## config.mk

```make
export PLATFORM = sky130hd
export DESIGN_NAME = pla_eval
export DESIGN_NICKNAME = d
export VERILOG_FILES = /design/src/rtl/pla_eval.sv
export SDC_FILE = /design/constraint.sdc
export NUM_CORES = 1
export LEC_CHECK = 0
export CAP_MARGIN = 5
export CORE_MARGIN = 5
export CORE_UTILIZATION = 55
export CTS_BUF_LIST = sky130_fd_sc_hd__clkbuf_16
export DETAILED_ROUTE_END_ITERATION = 12
export DONT_BUFFER_PORTS = 1
export PLACE_DENSITY = 0.75
export SETUP_SLACK_MARGIN = 0.02
export SKIP_LAST_GASP = 1
export SYNTH_ARGS = -nofsm -noshare
export SYNTH_HDL_FRONTEND = slang
export SYNTH_SLANG_ARGS = --single-unit
```

## constraint.sdc

```tcl
create_clock -name clk -period 1.4 [get_ports clk]
set_input_delay 0.07 -clock clk [delete_from_list [all_inputs] [get_ports clk]]
set_output_delay 0.07 -clock clk [all_outputs]
set_load 0.01 [all_outputs]
```

## src/rtl/pla_eval.sv

```systemverilog
module pla_eval #(
  parameter int N_IN   = 4,
  parameter int N_TERM = 5,
  parameter int N_OUT  = 2
) (
  input  logic              clk,
  input  logic              rst_n,
  input  logic              cfg_bit,
  input  logic              cfg_shift,
  input  logic              cfg_commit,
  input  logic [N_IN-1:0]   x_in,
  output logic [N_OUT-1:0]  f_out
);
  localparam int AND_W  = 2 * N_IN * N_TERM;
  localparam int OR_W   = N_TERM * N_OUT;
  localparam int CFG_W  = AND_W + OR_W + N_OUT;
  localparam int OR_LO  = N_OUT;
  localparam int AND_LO = N_OUT + OR_W;

  logic [CFG_W-1:0]  shadow, active;
  logic [N_TERM-1:0] term;

  always_ff @(posedge clk) begin
    if (!rst_n)         shadow <= '0;
    else if (cfg_shift) shadow <= {shadow[CFG_W-2:0], cfg_bit};
  end

  always_ff @(posedge clk) begin
    if (!rst_n)          active <= '0;
    else if (cfg_commit) active <= shadow;
  end

  p_reset_clear_r1: assert property (@(posedge clk) !rst_n |=> active == '0);
  p_hold_r8:   assert property (@(posedge clk) disable iff (!rst_n) !cfg_commit |=> $stable(active));
  p_commit_r9: assert property (@(posedge clk) disable iff (!rst_n) cfg_commit |=> active == $past(shadow));
  p_shift_r7:  assert property (@(posedge clk) disable iff (!rst_n) cfg_shift |=> shadow[0] == $past(cfg_bit));

  for (genvar t = 0; t < N_TERM; t++) begin : g_term
    logic [N_IN-1:0] hit;
    for (genvar i = 0; i < N_IN; i++) begin : g_lit
      logic [1:0] code;
      assign code   = active[AND_LO + 2*(t*N_IN + i) +: 2];
      assign hit[i] = (code == 2'b00) | ((code == 2'b10) & x_in[i]) | ((code == 2'b01) & ~x_in[i]);
      p_kill_r3: assert property (@(posedge clk) disable iff (!rst_n) (code == 2'b11) |-> !term[t]);
    end
    assign term[t] = &hit;
  end

  for (genvar o = 0; o < N_OUT; o++) begin : g_out
    logic [N_TERM-1:0] row;
    assign row      = active[OR_LO + o*N_TERM +: N_TERM];
    assign f_out[o] = (|(term & row)) ^ active[o];
    p_empty_row_r4: assert property (@(posedge clk) disable iff (!rst_n) (row == '0) |-> f_out[o] == active[o]);
  end
endmodule

```

# ---- Word-level counts from Yosys, hierarchy flattened
# Cells that the tools add are included.
dict set report word_totals {
  regBits 104
  input_bits 9
  out_inout_bits 2
}
dict set report op_classes {
  eq_ne 40
  n_bitwise 88
  n_reduce_logical 27
}
# cell n
set ops {}
lappend ops {{$and 1x1->1} 40}
lappend ops {{$eq 2x1->1 const B} 20}
lappend ops {{$eq 2x2->1 const B} 20}
lappend ops {{$logic_not 2->1} 20}
lappend ops {{$or 1x1->1} 40}
lappend ops {{$reduce_and 4->1} 5}
lappend ops {{$and 5x5->5} 2}
lappend ops {{$reduce_or 5->1} 2}
lappend ops {{$not 1->1} 4}
lappend ops {{$xor 1x1->1} 2}

# ---- Longest topological paths before layout
dict set report depth {
  word_depth 8
  mapped_depth 6
}

# ---- Worst setup path after synthesis
# No wires, ideal clock.
dict set report synth_timing {
  path_kind {register -> output}
  from {register active[24]}
  to {output f_out[0]}
  t_arrival_ns 1.188
  required_ns 1.330
  path_slack_ns 0.142
  path_stages_with_launch 6
  cell_sequence {dfxtp_1 > mux2i_1 > and4_1 > a222oi_1 > nand2_1 > xor2_1}
}
dict set report synth_between {
  elab_chain_len 8
  word_cells_on_any_way 11
}
# item line_no
set synth_lines {}
lappend synth_lines {{start: declaration} 20} ;# logic [CFG_W-1:0] shadow, active;
lappend synth_lines {{start signal: assignment} 30} ;# else if (cfg_commit) active <= shadow;
lappend synth_lines {{$eq 2x2->1} 43} ;# assign hit[i] = (code == 2'b00) | ((code == 2'b10) & x_in[i]) | ((code == 2'b01) & ~x_in[i]);
lappend synth_lines {{$and 1x1->1} 43}
lappend synth_lines {{$or 1x1->1} 43}
lappend synth_lines {{$or 1x1->1 (*)} 43}
lappend synth_lines {{$reduce_and 4->1 (*)} 46} ;# assign term[t] = &hit;
lappend synth_lines {{$and 5x5->5 (*)} 52} ;# assign f_out[o] = (|(term & row)) ^ active[o];
lappend synth_lines {{$reduce_or 5->1 (*)} 52}
lappend synth_lines {{$xor 1x1->1 (*)} 52}
lappend synth_lines {{end: declaration} 12} ;# output logic [N_OUT-1:0] f_out
# Every way passes the cells marked *; elsewhere a longest branch is shown, timed or not.

# ---- Final worst setup path
dict set report layout_timing {
  from {register active[23]}
  to {output f_out[0]}
}
# The elaborated chain is that of the path after synthesis.

==> qor.txt <==
Uppermost layer routed -> met4
Die W -> 97.47 um
CTS H-tree depth -> 3
Post-synthesis mux area share -> 29.50%
PortBufs -> 0
IO Pins -> 11
Share of the synthesized area in the top cell type -> 49.48%
Wl on met1 -> 3926 um
Share of cells above drive strength 1 -> 7.981%
CP max-delay cell -> a222oi_1
Slew headroom -> 80.52%
Cell family with most CP delay -> compound AO/OA/AOI/OAI gates
RSZ-0062 raised after global routing -> true
Final Net Count -> 430
Maximum vdd drop -> 821.1 uV
Max-slew violations -> 0
First-pass GRT wire length -> 13,840 um
GRT Overall Usage -> 18.05%
Sink Count -> 104
Final worst slack -> -0.3853 ns
Longest Clk Path Bufs -> 2
Synthesized area per cell -> 11.31 um^2
CTS tree -> done
# placed instances -> 446
Setup CP Type -> reg2out
Net Count, Synth -> 381
Cells after synthesis -> 372
Total negative slack -> -0.7389 ns
Critical Path, Cell by Cell -> mux2i_1 -> and4_1 -> a222oi_1 -> nand2_1 -> xor2_1 -> buf_4
Adder-Cell Fraction of Synth Area -> 0%
Critical Path RT -> 1.33 ns
Buf/Inv on CP -> 1
DP Area -> 4217 um^2
Final HPWL DP -> 4054 um
Final worst path period share -> 127.5%
DR WL met2 -> 3965 um
Final core utilization -> 70.10%
WL final -> 8313 um
Total grt overflow -> 0
FMAX -> 0.5601 GHz
Finished Layout Cells -> 525
Most common cell in the netlist -> mux2i_1
Prevailing post-synth register cell -> dfxtp_1
DIE AREA -> 9499 um^2
Crit path DAT -> 1.72 ns
Simple-gate portion of the synthesized area -> 16.68%
Routed WL per cell -> 15.83 um
ANT cells -> 0
Post-synthesis cell type count -> 12
Seq cells post-synth -> 104
FFs w/ async S/R, synth -> 0%
Final instance area -> 5166 um^2
Largest net degree at the start of global routing -> 93
Sequential share of the synthesized area -> 49.48%
Antenna violations before repair -> 0
Failing checks -> negative setup slack
Yosys warnings -> 0
Startpoint types -> flop
DP Worst Slack -> -0.001887 ns
Drt initial violations -> 93
# rows -> 31
Pwr Density -> 1058 nW/um^2
Area of the mapped netlist -> 4208 um^2
Complex-gate fraction of the synthesized area -> 0.8326%
Max incr delay on CP -> 0.35 ns
Via Count -> 2,725
Min cycle time layout -> 1.785 ns
Met3 WL -> 265 um
Final Power -> 5.467 mW
CTS clock-pin slew for the worst setup and hold paths -> 0.07 ns
Vias in the first global route -> 2,881
Setup crit end kind -> output pin
Ranking of synthesized cells by area -> dfxtp_1 49%, mux2i_1 29%, nor2b_1 15%
Drt first pass iters -> 4
Number of synthesized flops with an enable pin -> 0
Antenna Violating Nets Remaining -> 0
TritonCTS Buffers -> 9
Critical path peak fanout -> 2
Leak pwr -> 2.020 nW
# DRC -> 0
Starting density of the core -> 57.10%
Status -> complete, but fails checks
Synth cell count leaders -> 124 x mux2i_1, 104 x dfxtp_1, 104 x nor2b_1
HP Class -> in2reg
Vias/cell -> 5.190
Clk_lat worst skew -> 0.34 ns
XOR/XNOR share of the synthesized area -> 0.4163%
GP Congestion -> 0.7234
Setup violations, final -> 2
Cell taking the most area after synthesis -> dfxtp_1
Die Y-Extent -> 97.47 um
Clock Root Buffer -> clkbuf_16
CORE AREA -> 7370 um^2
Area grow syn2layout -> 22.78%
Max Cap Viol -> 0
Worst slew pin tran -> 0.2922 ns
Clock skew -> 0.007104 ns
Largest family of logic cells by synthesized area -> multiplexers
Final Hold Fails -> 0
Hold WS -> 0.1233 ns
==> state kept, by name (all words and copies together) (netlist names) <==
| signal | count |
|---|---|
| active | 52 |
| shadow | 52 |
==> power by group <==
part | switching (mW) | internal (mW) | leakage [nW] | total, mW
registers | 0.00495 | 2.96 | 0.843 | 2.97
logic | 0.0733 | 0.133 | 1.05 | 0.206
clock network | 1.09 | 1.21 | 0.129 | 2.29
==> cell type report <==
class / instances / area, um^2
clock buffers: 9 / 225.2
clock inverters: 7 / 48.80
fillers: 558 / 2203
multi-input cells: 241 / 1998
flip-flops and latches: 104 / 2095
well taps: 99 / 123.9
repair buffers: 65 / 675.6
==> metal layers <==
layer,vias to the layer above,global-route usage [%]
li1,1354,-
met1,1335,22.20
met2,25,29.89
met3,11,4.379
met4,0,8.094
met5,-,0
==> layout by cell type, fill, tap and decap left out, drive strengths merged <==
cell type | synthesis | routed
a222oi | 2 | 2
a22oi | 2 | 2
and4 | 5 | 5
buf | 14 | 8
clkbuf | 13 | 9
clkinv | 0 | 2
clkinvlp | 0 | 3
dfxtp | 104 | 104
dlygate4sd3 | 0 | 57
inv | 0 | 2
mux2i | 124 | 124
nand2 | 2 | 2
nor2b | 104 | 104
xor2 | 2 | 2
==> cell families after synthesis <==
logic type / count (synthesis)
flops: 104
simple gates: 111
buf+inv: 27
mux: 124
xor+xnor: 2
compound gates: 4
==> worst paths after layout <==
path	startpoint	slack, ns	depth (start not counted)	endpoint
min reg2reg	active[28]	0.51	2	active[28]
max reg2reg	active[32]	0.10	4	active[32]
min	rst_n	0.12	2	shadow[44]
max	active[23]	-0.39	6	f_out[0]
==> timing repair <==
action	in CTS	in global routing
cloned	0	0
endpoints found under the setup margin	2	2
buffers inserted	1	2
hold buffers	60	0
resized for setup	6	6
pin swaps	4	6
endpoints found under the hold margin	104	0
No activity file was read; power rests on OpenSTA's default activity.
